## src/rtl/div_pkg.sv

```systemverilog
package div_pkg;
  typedef enum logic {
    ST_IDLE,
    ST_RUN
  } div_state_e;
endpackage

```

## src/rtl/div_operand_prep.sv

```systemverilog
module div_operand_prep #(
  parameter int unsigned W = 32
) (
  input  logic         signed_i,
  input  logic [W-1:0] dvd_i,
  input  logic [W-1:0] dvs_i,
  output logic [W-1:0] dvd_mag_o,
  output logic [W-1:0] dvs_mag_o,
  output logic         neg_quo_o,
  output logic         neg_rem_o
);
  logic dvd_neg, dvs_neg;

  assign dvd_neg   = signed_i & dvd_i[W-1];
  assign dvs_neg   = signed_i & dvs_i[W-1];
  assign dvd_mag_o = dvd_neg ? (~dvd_i + 1'b1) : dvd_i;
  assign dvs_mag_o = dvs_neg ? (~dvs_i + 1'b1) : dvs_i;
  assign neg_quo_o = dvd_neg ^ dvs_neg;
  assign neg_rem_o = dvd_neg;
endmodule

```

## src/rtl/div_core.sv

```systemverilog
module div_core
  import div_pkg::*;
#(
  parameter int unsigned W = 32
) (
  input  logic         clk_i,
  input  logic         rst_ni,
  input  logic         load_i,
  input  logic [W-1:0] dvd_i,
  input  logic [W-1:0] dvs_i,
  output logic         busy_o,
  output logic         fin_o,
  output logic [W-1:0] rem_o,
  output logic [W-1:0] quo_o
);
  localparam int unsigned CW = $clog2(W + 1);
  localparam int unsigned AW = 2 * W;

  div_state_e     state_q;
  logic [AW-1:0]  acc_q;
  logic           ext_q;   // bit shifted out of the upper half
  logic [W-1:0]   dvs_q;
  logic [CW-1:0]  cnt_q;
  logic           fin_q;
  logic [W+1:0]   diff;
  logic           fits;

  assign diff = {1'b0, ext_q, acc_q[AW-1:W]} - {2'b00, dvs_q};
  assign fits = ~diff[W+1];

  always_ff @(posedge clk_i or negedge rst_ni) begin
    if (!rst_ni) begin
      state_q <= ST_IDLE;
      acc_q   <= '0;
      ext_q   <= 1'b0;
      dvs_q   <= '0;
      cnt_q   <= '0;
      fin_q   <= 1'b0;
    end else begin
      fin_q <= 1'b0;
      case (state_q)
        ST_IDLE: begin
          if (load_i) begin
            acc_q   <= {{W{1'b0}}, dvd_i};
            ext_q   <= 1'b0;
            dvs_q   <= dvs_i;
            cnt_q   <= '0;
            state_q <= ST_RUN;
          end
        end
        default: begin
          if (cnt_q == '0)
            {ext_q, acc_q} <= {acc_q, 1'b0};
          else if (fits)
            {ext_q, acc_q} <= {diff[W-1:0], acc_q[W-1:0], 1'b1};
          else
            {ext_q, acc_q} <= {acc_q, 1'b0};
          if (cnt_q == CW'(W)) begin
            state_q <= ST_IDLE;
            fin_q   <= 1'b1;
          end else begin
            cnt_q <= cnt_q + 1'b1;
          end
        end
      endcase
    end
  end

  assign busy_o = (state_q == ST_RUN);
  assign fin_o  = fin_q;
  assign rem_o  = {ext_q, acc_q[AW-1:W+1]};
  assign quo_o  = acc_q[W-1:0];


  run_len_chk: assert property (@(posedge clk_i) disable iff (!rst_ni)
    (state_q == ST_RUN && cnt_q != CW'(W)) |=> (state_q == ST_RUN && !fin_q));


  busy_hold_chk: assert property (@(posedge clk_i) disable iff (!rst_ni)
    (state_q == ST_RUN) |=> $stable(dvs_q));


  zero_div_chk: assert property (@(posedge clk_i) disable iff (!rst_ni)
    (state_q == ST_RUN && cnt_q != '0 && dvs_q == '0) |=> acc_q[0]);
endmodule

```

## src/rtl/div_sign_fix.sv

```systemverilog
module div_sign_fix #(
  parameter int unsigned W = 32
) (
  input  logic [W-1:0] quo_i,
  input  logic [W-1:0] rem_i,
  input  logic         neg_quo_i,
  input  logic         neg_rem_i,
  output logic [W-1:0] quo_o,
  output logic [W-1:0] rem_o
);
  assign quo_o = neg_quo_i ? (~quo_i + 1'b1) : quo_i;
  assign rem_o = neg_rem_i ? (~rem_i + 1'b1) : rem_i;
endmodule

```

## src/rtl/seq_divider.sv

```systemverilog
module seq_divider #(
  parameter int unsigned W = 32
) (
  input  logic         clk_i,
  input  logic         rst_ni,
  input  logic         start_i,
  input  logic         signed_i,
  input  logic [W-1:0] dividend_i,
  input  logic [W-1:0] divisor_i,
  output logic [W-1:0] hi_o,
  output logic [W-1:0] lo_o,
  output logic         done_o
);
  logic         busy, fin, accept;
  logic [W-1:0] dvd_mag, dvs_mag, core_rem, core_quo, fix_rem, fix_quo;
  logic         neg_quo_d, neg_rem_d, neg_quo_q, neg_rem_q;

  assign accept = start_i & ~busy;

  div_operand_prep #(.W(W)) i_prep (
    .signed_i  (signed_i),
    .dvd_i     (dividend_i),
    .dvs_i     (divisor_i),
    .dvd_mag_o (dvd_mag),
    .dvs_mag_o (dvs_mag),
    .neg_quo_o (neg_quo_d),
    .neg_rem_o (neg_rem_d)
  );

  div_core #(.W(W)) i_core (
    .clk_i  (clk_i),
    .rst_ni (rst_ni),
    .load_i (accept),
    .dvd_i  (dvd_mag),
    .dvs_i  (dvs_mag),
    .busy_o (busy),
    .fin_o  (fin),
    .rem_o  (core_rem),
    .quo_o  (core_quo)
  );

  div_sign_fix #(.W(W)) i_fix (
    .quo_i     (core_quo),
    .rem_i     (core_rem),
    .neg_quo_i (neg_quo_q),
    .neg_rem_i (neg_rem_q),
    .quo_o     (fix_quo),
    .rem_o     (fix_rem)
  );

  always_ff @(posedge clk_i or negedge rst_ni) begin
    if (!rst_ni) begin
      neg_quo_q <= 1'b0;
      neg_rem_q <= 1'b0;
      hi_o      <= '0;
      lo_o      <= '0;
      done_o    <= 1'b0;
    end else begin
      if (accept) begin
        neg_quo_q <= neg_quo_d;
        neg_rem_q <= neg_rem_d;
      end
      done_o <= fin;
      if (fin) begin
        hi_o <= fix_rem;
        lo_o <= fix_quo;
      end
    end
  end


  done_pulse_chk: assert property (@(posedge clk_i) disable iff (!rst_ni)
    done_o |=> !done_o);


  result_hold_chk: assert property (@(posedge clk_i) disable iff (!rst_ni)
    !fin |=> ($stable(hi_o) && $stable(lo_o)));


  rem_sign_chk: assert property (@(posedge clk_i) disable iff (!rst_ni)
    (done_o && neg_rem_q && hi_o != '0) |-> hi_o[W-1]);


  busy_ignore_chk: assert property (@(posedge clk_i) disable iff (!rst_ni)
    (busy && start_i) |=> ($stable(neg_quo_q) && $stable(neg_rem_q)));
endmodule

```

## config.mk

```make
export PLATFORM = sky130hd
export DESIGN_NAME = seq_divider
export DESIGN_NICKNAME = d
export VERILOG_FILES = /design/src/rtl/div_pkg.sv /design/src/rtl/div_operand_prep.sv /design/src/rtl/div_core.sv /design/src/rtl/div_sign_fix.sv /design/src/rtl/seq_divider.sv
export SDC_FILE = /design/constraint.sdc
export NUM_CORES = 1
export LEC_CHECK = 0
export ABC_AREA = 1
export BUFFER_PORTS_ARGS = -buffer_cell sky130_fd_sc_hd__buf_2
export CAP_MARGIN = 20
export CORE_MARGIN = 2
export CORE_UTILIZATION = 25
export CTS_CLUSTER_SIZE = 12
export DETAILED_ROUTE_END_ITERATION = 10
export SLEW_MARGIN = 20
export SYNTH_ARGS = -nofsm -noshare
export SYNTH_HDL_FRONTEND = slang
export SYNTH_HIERARCHICAL = 1
export SYNTH_SLANG_ARGS = --single-unit
```

## constraint.sdc

```tcl
create_clock -name clk_i -period 2.4 [get_ports clk_i]
set_clock_uncertainty 0.05 [all_clocks]
set_input_delay 0.24 -clock clk_i [delete_from_list [all_inputs] [get_ports clk_i]]
set_output_delay 0.24 -clock clk_i [all_outputs]
set_load 0.01 [all_outputs]
```

; ---- After elaboration in Yosys (flattened, before gate mapping)
; Cells that the tools add are included.
[word_totals]
register_bits = 172
elab_cells = 52
output_inout_bits = 65
[classes]
eq_ne = 2
n_mux = 20
add_sub_neg = 6
bitwise = 9
reduce_logical = 4
[op_table]
columns = operator, n
row1 = two-way mux 64 bit, 4
row2 = adder 32 x 1 -> 32 bit (second input constant), 4
row3 = two-way mux 32 bit, 4
row4 = inverter 32 bit, 4
row5 = subtractor 33 x 32 -> 34 bit, 1
row6 = two-way mux 6 bit, 3
row7 = two-way mux 1 bit, 9
row8 = adder 6 x 1 -> 6 bit (second input constant), 1
row9 = equality test 6 bit (second input constant), 1
row10 = logical NOT 6 bit, 1
row11 = AND reduction 2 bit, 2
row12 = AND 1 bit, 3
row13 = inequality test 2 bit (second input constant), 1
row14 = nonzero test 2 bit, 1
row15 = inverter 1 bit, 1
row16 = bitwise XOR 1 bit, 1

; ---- Depth between registers and ports, before layout
; Gate-level depths: netlist of the first run.
[depth]
word_depth = 5
depth_mapped = 17

; ---- By module
; The synthesis of the first run kept the hierarchy.
[by_module_without_submodules]
columns = mod, cells_per_inst, instances, area_per_inst_um2
row1 = div_core, 1133, 1, 7931.4
row2 = seq_divider, 282, 1, 2961.6
row3 = div_sign_fix, 465, 1, 2099.5
row4 = div_operand_prep, 457, 1, 2067.0

; ---- Worst setup path before layout of the first run
; Ideal clock, no wire load.
[synth_path]
kind = flip-flop to flip-flop
from = register i_core.acc_q[52]
to = register i_core.acc_q[35]
stages_incl_launch_ff = 15
required_time_ps = 2233
arrival_ps = 1844
path_slack_ps = 389
path_cell_list = dfrtp_1 -> ha_1 -> nand2_2 -> inv_2 -> nand2_1 -> nand2_1 -> a21oi_2 -> nor2_1 -> nor2_4 -> nand2_8 -> nand2_8 -> buf_12 -> nand2_4 -> nand3_2 -> nand2_1
[synth_via]
elab_chain_len = 4
[synth_rtl]
columns = element, line_no
row1 = from (decl), div_core.sv:20  ; logic [AW-1:0] acc_q;
row2 = from (signal assigned), div_core.sv:44  ; acc_q <= {{W{1'b0}}, dvd_i};
row3 = from (signal assigned), div_core.sv:53  ; {ext_q, acc_q} <= {acc_q, 1'b0};
row4 = from (signal assigned), div_core.sv:55  ; {ext_q, acc_q} <= {diff[W-1:0], acc_q[W-1:0], 1'b1};
row5 = subtractor 33 x 32 -> 34 bit, div_core.sv:28  ; assign diff = {1'b0, ext_q, acc_q[AW-1:W]} - {2'b00, dvs_q};
row6 = two-way mux 64 bit, div_core.sv:54  ; else if (fits)
row7 = two-way mux 64 bit, div_core.sv:52  ; if (cnt_q == '0)
row8 = two-way mux 64 bit, div_core.sv:41  ; case (state_q)
; Every way passes these cells.
; A chain may end at the register's enable or synchronous reset.

; ---- Worst setup path after layout of the first run
[layout_path]
from = register i_core.acc_q[51]
to = register i_core.acc_q[45]
; Same word-level chain as after synthesis.

==> impl_results.md, run 1 <==
- Crit. End Element: flip-flop
- Unrepaired setup endpoints after global routing: false
- CTS tree: yes
- Register area share after synthesis: roughly 29%
- GRT Overall Usage: 14.33%
- CP dominant cell by count: nand2_1
- Syn_area_per_cell: about 6.4 um^2
- Synth Warn #: 6
- Critical path arrival: 2580 ps
- DIE AREA: about 62000 um^2
- CTS Buffer Depth: 2
- HP Start: divisor_i[2]
- R2R Setup Slk: 120 ps
- Post-Route Setup TNS: 0 ps
- Final WL: 44430 um
- Grt ovf: 0
- # IOs: between 100 and 150
- Relative slew slack: 54.79%
- Hpwl dp: 36190 um
- Drt pass-1 iters: 5
- Residual DRC: 0
- Nets@finish: 2539
- Worst Hold Depth: 4
- Multi-input logic area: 8646 um^2
- Number of synthesized register bits: 172
- Status: complete, no violations
- Gate Count Post-Synth: 2337
- Min-Delay Path Class: in -> reg
- Max Slew Vio Count: 0
- Worst vdd ir: 0.5498 mV
- Vias: 13.89k
- Worst path slowest cell: dfrtp_1
- Most frequent cells in the layout: 851 x nand2_1, 335 x inv_1, 244 x nor2_1
- Tcrit/Tclk final: 95.13%
- Final hold violations: 0
- Worst-path clk slew: 70 ps
- CP peak stage delay: 430 ps
- Pleak: 8.928 nW
- Critical Path Start: i_core/acc_q[51]
- Placed cell areas: 16290 um^2
- DIE HEIGHT: 249.4 um
- Vias in the first global route: 13.12k
- Core Area: around 59000 um^2
- Synthesized net count: 2444
- Die width: around 250 um
- Starting Density: around 25%
- Number of enable flip-flop cells after synthesis: 0
- Clk Latency, worst-skew pair: 460 ps
- Fmax: approximately 0.44 GHz
- Initial DRC count: 890
- FF-to-FF Start: i_core/acc_q[51]
- Pin count of the biggest net entering global routing: 64
- Routability cong.: 0.8924
- Worst slew pin tran: 678.2 ps
- Worst r2r dst: i_core/acc_q[45]
- Pwr per Cell Area: around 1400 nW/um^2
- Synth async-reset ratio: 100.0%
- Worst endpoint required time: 2700 ps
- Startpoint Class: flip-flop
- Vias per cell: 4.316
- Hold endpoint: i_core/dvs_q[2]
- First-pass GRT wire length: 71300 um
- R2R cell count: 14
- Post-synthesis cell area: 15060 um^2
- Synth unique cells: 42
- MaxCap Viol Count: 0
- Num CTS Buffers: 17
- Number of placement rows: 89
- Clock root buffer: clkbuf_16
- Cell area after layout: about 17000 um^2
- Initial antenna violation count: 6
- Synth Flop Type: dfrtp_1
- Synth-to-Final Area Change: 13.76%
- Routed WL per cell: 13.80 um
- Layout cells sized above 1: 18.16%
- Final Setup Violations: 0
- Register Area: ~4300 um^2
- Crit-path cells: ha_1 > nand2_2 > inv_2 > nand2_1 > nand2_1 > a21oi_2 > nor2_1 > nor2_4 > nand2_8 > nand2_8 > buf_4 > nand2_4 > nand3_2 > nand2_1
- I/O Buffers: roughly 130
- H-tree depth: 4
- Crit Path Max Fanout: 15
- Antenna Nets Post-Route: 0
- Most common cell after layout, fill and taps aside: nand2_1
- Fill cells: 6612
- CTS sink cnt: 172
- Minimum clock period: around 2300 ps
- Critical path class: reg -> reg
-- report_power, final --
part	internal [mW]	leakage [nW]	switching (mW)
Clock	1.67	0.286	1.29
Combinational	6.16	6.49	10.0
Sequential	4.20	2.15	1.10
Total	12.0	8.93	12.4
-- registers in the layout (all words and copies together) (netlist names), 6 cells and up --
register and cells:
i_core/acc_q 64, lo_o 32, i_core/cnt_q 6, i_core/dvs_q 32
hi_o 32
-- worst max-delay path, delay by kind of cell, from the launching register on --
| kind | cells | cell delay, ps |
|---|---|---|
| simple gates | 10 | 890 |
| flops | 1 | 430 |
| fa+ha+maj | 1 | 400 |
| buf+inv | 2 | 190 |
| compound gates | 1 | 190 |
-- synth_stat cells (5+ instances only) --
cell type,instances,area share (%)
a21oi_1,30,1.0
a22oi_1,5,0.25
buf_12,5,0.66
buf_2,15,0.50
buf_4,75,3.7
buf_6,11,0.82
clkbuf_1,15,0.37
dfrtp_1,172,29
ha_1,38,3.2
inv_1,336,8.4
inv_2,11,0.27
nand2_1,855,21
nand2_2,15,0.62
nand2_4,23,1.7
nand3_1,130,4.3
nand3_2,22,1.5
nand3b_1,5,0.25
nand4_1,13,0.54
nor2_1,247,6.2
nor2_2,26,1.1
nor2_4,11,0.82
nor3_1,9,0.30
o211ai_1,17,0.85
o21ai_0,75,2.5
o21ai_1,7,0.23
o21ai_2,68,4.0
o221ai_1,9,0.52
xnor2_1,38,2.2
xor2_1,32,1.9
-- logic make-up (layout without fill, tap and decap cells) --
kind of cell    after synthesis  after routing  share of synthesized area (%)
simple gates               1364           1365                          39.20
xor+xnor                     70             70                          4.071
flops                       172            172                          28.58
compound gates              219            219                          9.696
fa+ha+maj                    39             39                          3.290
other cells                   0              1                              0
buf+inv                     473            580                          15.16
-- layer usage --
layer	track usage, %	up-vias	part of all wire, %
met2	22.39	245	44
met1	20.44	6265	50
li1	-	7320	-
met5	0	-	0.095
met4	4.527	8	2.1
met3	1.783	54	3.6
-- metrics by stage --
| stage | utilization [%] | setup slack [ps] | instances | hold WS [ps] | total power [mW] |
|---|---|---|---|---|---|
| floorplan | - | 389.1 | 2337 | -105.6 | 17.16 |
| global placement | 27.50 | 93.36 | 3179 | 202.0 | 20.84 |
| detailed placement | 27.50 | 81.77 | 3179 | 198.8 | 20.95 |
| CTS | 28.58 | 67.42 | 3214 | 57.78 | 24.00 |
| global route | 28.92 | 7.976 | 3219 | 92.11 | 26.92 |
| finish | 28.92 | 117.0 | 3219 | 74.33 | 24.44 |
-- worst max-delay path by stage --
stage / slack (ps) / depth (start not counted) / end
2_1_floorplan: 390 / 14 / i_core/acc_q[35]
3_3_place_gp: 90 / 14 / i_core/acc_q[56]
3_5_place_dp: 80 / 14 / i_core/acc_q[57]
4_1_cts: 70 / 14 / i_core/acc_q[62]
5_1_grt: 8 / 17 / i_core/acc_q[41]
6_report: 120 / 14 / i_core/acc_q[45]
-- what timing repair did --
item,4_1_cts,5_1_grt
hold endpoints to repair,53,0
buffers inserted,0,3
hold buffers,3,0
endpoints found under the setup margin,0,31
resized for setup,0,31
-- area by class of cell --
| class | instances | share of cell area (%) |
|---|---|---|
| clock buffer | 19 | 2.585 |
| inverter | 348 | 7.640 |
| multi-input combinational | 1693 | 50.47 |
| antenna | 1 | 0.01461 |
| sequential | 172 | 25.16 |
| clock inverter | 13 | 0.9641 |
| timing repair buffer | 200 | 7.523 |
| tap | 773 | 5.646 |
No activity file was read; power rests on OpenSTA's default activity.
==> inputs of run 2 (changes only) <==
--- a/config.mk
+++ b/config.mk
@@ -8,6 +8,7 @@
 export ABC_AREA = 1
 export BUFFER_PORTS_ARGS = -buffer_cell sky130_fd_sc_hd__buf_2
 export CAP_MARGIN = 20
+export CORE_ASPECT_RATIO = 1.2
 export CORE_MARGIN = 2
 export CORE_UTILIZATION = 25
 export CTS_CLUSTER_SIZE = 12
==> impl_results.md, run 2 (synthesized netlist as in run 1, its figures left out) <==
- Status: complete, no violations
- Layout cells sized above 1: 17.80% (-0.36 points)
- I/O Buffers: 132 (unchanged)
- Routability cong.: 0.9139 (+2.4%)
- Routed WL per cell: 13.57 um (-1.7%)
- MaxCap Viol Count: 0 (unchanged)
- Num CTS Buffers: 17 (unchanged)
- CTS Buffer Depth: 2 (unchanged)
- Core Area: 59590 um^2 (+0.59%)
- Clk Latency, worst-skew pair: 450 ps (about the same)
- Crit Path Max Fanout: 16 (+1)
- Pin count of the biggest net entering global routing: 64 (unchanged)
- Worst endpoint required time: 2700 ps (about the same)
- H-tree depth: 4 (unchanged)
- Initial DRC count: 627 (-30%)
- Worst-path clk slew: 70 ps (about the same)
- Final setup margin: 168.0 ps (+51.02 ps)
- Relative slew slack: 62.01% (+7.2 points)
- Fmax: 0.4480 GHz (+2.3%)
- Final hold violations: 0 (unchanged)
- Vias in the first global route: 13.13k (+0.061%)
- Synth-to-Final Area Change: 13.54%
- Post-placement worst setup slack: 109.1 ps (+27.37 ps)
- CTS sink cnt: 172 (unchanged)
- Unrepaired setup endpoints after global routing: false
- CTS tree: yes
- Crit. End Element: flip-flop
- # IOs: 133 (unchanged)
- Minimum clock period: 2232 ps (-51.02 ps)
- Critical path arrival: 2530 ps (-50 ps)
- Fill cells: 6711 (+1.5%)
- Most frequent cells in the layout: 852 x nand2_1, 335 x inv_1, 243 x nor2_1
- Worst hold margin: 38.13 ps (-36.20 ps)
- Vias per cell: 4.241 (-1.7%)
- Vias: 13.78k (-0.78%)
- R2R cell count: 13 (-1)
- GRT Overall Usage: 14.01% (-0.32 points)
- Min-Delay Path Class: in -> reg
- Starting Density: 25.27% (-0.15 points)
- Hpwl dp: 36100 um (-0.25%)
- Grt ovf: 0 (unchanged)
- Worst Hold Depth: 3 (-1)
- DIE AREA: 62230 um^2 (about the same)
- Clock root buffer: clkbuf_16
- Nets@finish: 2538 (-0.039%)
- Initial antenna violation count: 21 (+15)
- Critical path class: reg -> reg
- Drt pass-1 iters: 5 (unchanged)
- Largest register FFs: 64 (unchanged)
- DIE HEIGHT: 272.9 um (+9.4%)
- Max Slew Vio Count: 0 (unchanged)
- Tcrit/Tclk final: 93.00% (-2.1 points)
- Final Setup Violations: 0 (unchanged)
- Worst vdd ir: 0.4980 mV (-9.4%)
- Antenna Nets Post-Route: 0 (unchanged)
- Post-Route Setup TNS: 0 ps (unchanged)
- Worst slew pin tran: 566.1 ps (-112.0 ps)
- Total power: 24.14 mW (-1.2%)
- Largest register by flop count: i_core/acc_q
- Residual DRC: 0 (unchanged)
- Final WL: 44100 um (-0.76%)
- Number of placement rows: 98 (+10%)
- Most common cell after layout, fill and taps aside: nand2_1
- Die width: 228.1 um (-8.6%)
- Pwr per Cell Area: 1412 nW/um^2 (-1.0%)
- First-pass GRT wire length: 69430 um (-2.6%)
- Final Util: 28.69% (-0.22 points)
- Pleak: 8.940 nW (+0.13%)
- Startpoint Class: flip-flop
==> run 2: changes by cell type in the layout (fill, tap and decap cells not counted), sizes merged <==
cell | previous run | this run
buf | 197 | 198
bufinv | 3 | 5
clkbuf | 19 | 20
clkinv | 4 | 2
clkinvlp | 4 | 2
diode | 1 | 6
dlygate4sd3 | 3 | 2
inv | 350 | 351
nand2 | 896 | 895
==> run 2: worst max-delay path, stage by stage (launching register included) <==
cell and delay, ps:
dfrtp_1 360, inv_1 120, ha_1 300, a21oi_1 200, o21ai_1 120, a21oi_2 170
nor2_1 90, nor2_4 140, nand2_8 100, nand2_8 80, buf_12 210, nand2_1 70
nand3_1 70, nand2_1 50
==> run 2: worst paths after layout <==
| check | startpoint | endpoint | slack (ps) |
|---|---|---|---|
| worst max register to register | i_core/dvs_q[22] | i_core/acc_q[34] | 170 |
| worst min-delay path | divisor_i[0] | i_core/dvs_q[0] | 40 |
| min in group asynchronous | rst_ni | lo_o[6] | 300 |
| max in group asynchronous | rst_ni | i_core/acc_q[45] | 1200 |
| worst min register to register | i_core/cnt_q[5] | i_core/cnt_q[5] | 450 |
| worst max-delay path | i_core/dvs_q[22] | i_core/acc_q[34] | 170 |
==> run 2: cell type report <==
class	instances	area, um^2	area share (%)
timing repair buffer	200	1232	7.208
clock inverter	12	207.7	1.215
multi-input combinational	1692	8569	50.12
sequential	172	4310	25.21
clock buffer	20	456.7	2.671
tap	800	1001	5.854
inverter	348	1306	7.639
antenna	6	15.01	0.08781
==> run 2: report_power, final <==
group / total [mW] / leakage [nW] / switching, mW / internal [mW]
clock: 3.16 / 0.320 / 1.24 / 1.92
sequential: 5.23 / 2.15 / 1.03 / 4.20
combinational: 15.7 / 6.47 / 9.79 / 5.96
total: 24.1 / 8.94 / 12.1 / 12.1
==> run 2: per-stage QoR <==
stage / cells / area, um^2
2_1_floorplan: 2337 / 15060
3_3_place_gp: 3210 / 16310
3_5_place_dp: 3210 / 16310
4_1_cts: 3244 / 16990
5_1_grt: 3248 / 17090
6_report: 3250 / 17100
==> run 2: metal layers <==
metal / GRT usage (%) / part of all wire [%] / up-vias
met1: 17.09 / 45 / 6122
li1: - / - / 7320
met3: 3.015 / 4.1 / 93
met4: 5.796 / 3.3 / 28
met5: 0 / 0.38 / -
met2: 23.95 / 47 / 220
==> run 2: timing repair <==
action,4_1_cts,5_1_grt
endpoints found under the setup margin,0,31
resized for setup,0,19
buffers inserted,0,0
hold buffers,2,0
hold endpoints to repair,54,0
==> inputs of run 3 (changes only) <==
--- a/config.mk
+++ b/config.mk
@@ -10,9 +10,11 @@
 export CAP_MARGIN = 20
 export CORE_ASPECT_RATIO = 1.2
 export CORE_MARGIN = 2
-export CORE_UTILIZATION = 25
+export CORE_UTILIZATION = 55
+export CTS_BUF_LIST = sky130_fd_sc_hd__clkbuf_16
 export CTS_CLUSTER_SIZE = 12
 export DETAILED_ROUTE_END_ITERATION = 10
+export PLACE_DENSITY = 0.75
 export SLEW_MARGIN = 20
 export SYNTH_ARGS = -nofsm -noshare
 export SYNTH_HDL_FRONTEND = slang
==> impl_results.md, run 3 (synthesized netlist as in run 1, its figures left out) <==
- Status: complete, no violations
- CP dominant cell by count: nand2_1
- Worst-path clk slew: 70 ps (about the same)
- H-tree depth: 4 (unchanged)
- Hold endpoint: neg_quo_q
- Initial DRC count: 1002 (+60%)
- Pleak: 8.894 nW (-0.51%)
- CTS tree: yes
- Post-Route Setup TNS: 0 ps (unchanged)
- # IOs: 133 (unchanged)
- Final Setup Violations: 0 (unchanged)
- CTS Buffer Depth: 2 (unchanged)
- Worst slew pin tran: 670.8 ps (+104.7 ps)
- Routed WL per cell: 14.56 um (+7.3%)
- Antenna Nets Post-Route: 0 (unchanged)
- Clock root buffer: clkbuf_16
- Die width: 155.1 um (-32%)
- Max Slew Vio Count: 0 (unchanged)
- Residual DRC: 0 (unchanged)
- Most common cell after layout, fill and taps aside: nand2_1
- DIE AREA: 28730 um^2 (-54%)
- Worst vdd ir: 0.5650 mV (+13%)
- Critical Path Start: i_core/acc_q[45]
- Final hold violations: 0 (unchanged)
- Total power: 24.26 mW (+0.48%)
- GRT Overall Usage: 28.96% (+15 points)
- Vias: 14.26k (+3.5%)
- Vias per cell: 5.131 (+21%)
- Startpoint Class: flip-flop
- Number of placement rows: 66 (-33%)
- HP Start: start_i
- Ant diodes: 0 (-6)
- Layout cells sized above 1: 18.16% (+0.36 points)
- Worst endpoint required time: 2680 ps (-20 ps)
- R2R cell count: 12 (-1)
- Synth-to-Final Area Change: 9.389%
- CP top delay family: simple AND/OR/NAND/NOR gates
- I/O Buffers: 132 (unchanged)
- FF-to-FF Start: i_core/acc_q[45]
- MaxCap Viol Count: 0 (unchanged)
- Fmax: 0.4340 GHz (-3.1%)
- Crit. End Element: flip-flop
- Worst r2r dst: i_core/acc_q[52]
- Drt pass-1 iters: 6 (+1)
- Core Area: 27000 um^2 (-55%)
- First-pass GRT wire length: 66550 um (-4.2%)
- Hpwl dp: 32560 um (-9.8%)
- Minimum clock period: 2304 ps (+71.93 ps)
- Worst Hold Depth: 3 (unchanged)
- DIE HEIGHT: 185.3 um (-32%)
- Crit-path cells: ha_2 > nand2_1 > nor2_1 > inv_1 > nor2_1 > nand3b_1 > nand3_1 > nand2_1 > nand2_1 > nand3_1 > nand3_2 > nand2_1
- Nets@finish: 2534 (-0.16%)
- Tcrit/Tclk final: 96.00% (+3.0 points)
- Largest register by flop count: i_core/acc_q
- CP peak stage delay: 440 ps (+80 ps)
- Most frequent cells in the layout: 850 x nand2_1, 335 x inv_1, 242 x nor2_1
- Num CTS Buffers: 17 (unchanged)
- Unrepaired setup endpoints after global routing: false
- Pin count of the biggest net entering global routing: 64 (unchanged)
- Fill cells: 2600 (-61%)
- R2R Setup Slk: 100 ps (-70 ps)
- Critical path class: reg -> reg
- Initial antenna violation count: 0 (-100%)
- Vias in the first global route: 13.24k (+0.81%)
- Critical path arrival: 2590 ps (+60 ps)
- Routability cong.: 0.9721 (+6.4%)
- Grt ovf: 0 (unchanged)
- Worst path slowest cell: dfrtp_1
- CP Buf/Inv Count: 1 (-1)
- CTS sink cnt: 172 (unchanged)
- Largest register FFs: 64 (unchanged)
- Starting Density: 55.77% (+30 points)
- Pwr per Cell Area: 1473 nW/um^2 (+4.3%)
- Relative slew slack: 55.28% (-6.7 points)
- Crit Path Max Fanout: 4 (-12)
- Final WL: 40480 um (-8.2%)
- Min-Delay Path Class: in -> reg
- Clk Latency, worst-skew pair: 440 ps (about the same)
run 3: changes by cell type in the layout (fill, tap and decap cells not counted), sizes merged:
cell / before / now
buf: 198 / 195
bufinv: 5 / 1
clkbuf: 20 / 17
clkinv: 2 / 6
clkinvlp: 2 / 3
diode: 6 / 0
dlygate4sd3: 2 / 1
inv: 351 / 353
run 3: worst min-delay path: cells and delay by family:
| family | cells | cell delay (ps) |
|---|---|---|
| AND/OR/NAND/NOR | 2 | 150 |
| buffers and inverters | 1 | 130 |
run 3: routing by layer:
layer  GRT usage (%)  share of wire [%]
met1           42.25                 49
met2           45.44                 44
met3           3.533                5.5
met4           7.704                1.9
met5               0                  0
run 3: final cells by class:
| cell class | count | area (um^2) | share of cell area, % |
|---|---|---|---|
| Multi-Input combinational cell | 1692 | 8617 | 52.31 |
| Sequential cell | 172 | 4309 | 26.16 |
| Inverter | 348 | 1306 | 7.929 |
| Timing Repair Buffer | 196 | 1229 | 7.459 |
| Clock buffer | 17 | 425.4 | 2.582 |
| Tap cell | 340 | 425.4 | 2.582 |
| Clock inverter | 15 | 161.4 | 0.9798 |
run 3: worst max-delay path by stage:
| stage | slack (ps) | endpoint | cells past startpoint |
|---|---|---|---|
| 2_1_floorplan | 390 | i_core/acc_q[35] | 14 |
| 3_3_place_gp | 100 | i_core/acc_q[63] | 12 |
| 3_5_place_dp | 80 | i_core/acc_q[61] | 16 |
| 4_1_cts | 50 | i_core/acc_q[61] | 16 |
| 5_1_grt | 2 | i_core/acc_q[63] | 14 |
| 6_report | 100 | i_core/acc_q[52] | 12 |
run 3: where the power goes:
part | switching (mW) | internal, mW
logic | 10.1 | 6.10
clock network | 1.33 | 1.47
registers | 1.09 | 4.19
total | 12.5 | 11.8
run 3: timing repair:
item,4_1_cts,5_1_grt
endpoints found under the setup margin,0,32
hold buffers,1,0
endpoints found under the hold margin,52,0
buffers inserted,0,1
gates resized for setup,0,34
run 3: through the flow:
stage / util [%] / area, um^2 / std cells / hold WS, ps / worst slack, ps
floorplan: - / 15060 / 2337 / -105.6 / 389.1
global placement: 58.22 / 15720 / 2746 / 183.1 / 97.16
detailed placement: 58.22 / 15720 / 2746 / 190.6 / 75.48
CTS: 60.43 / 16320 / 2779 / 57.33 / 52.07
global route: 61.00 / 16470 / 2780 / 68.22 / 2.129
finish: 61.00 / 16470 / 2780 / 71.51 / 96.06
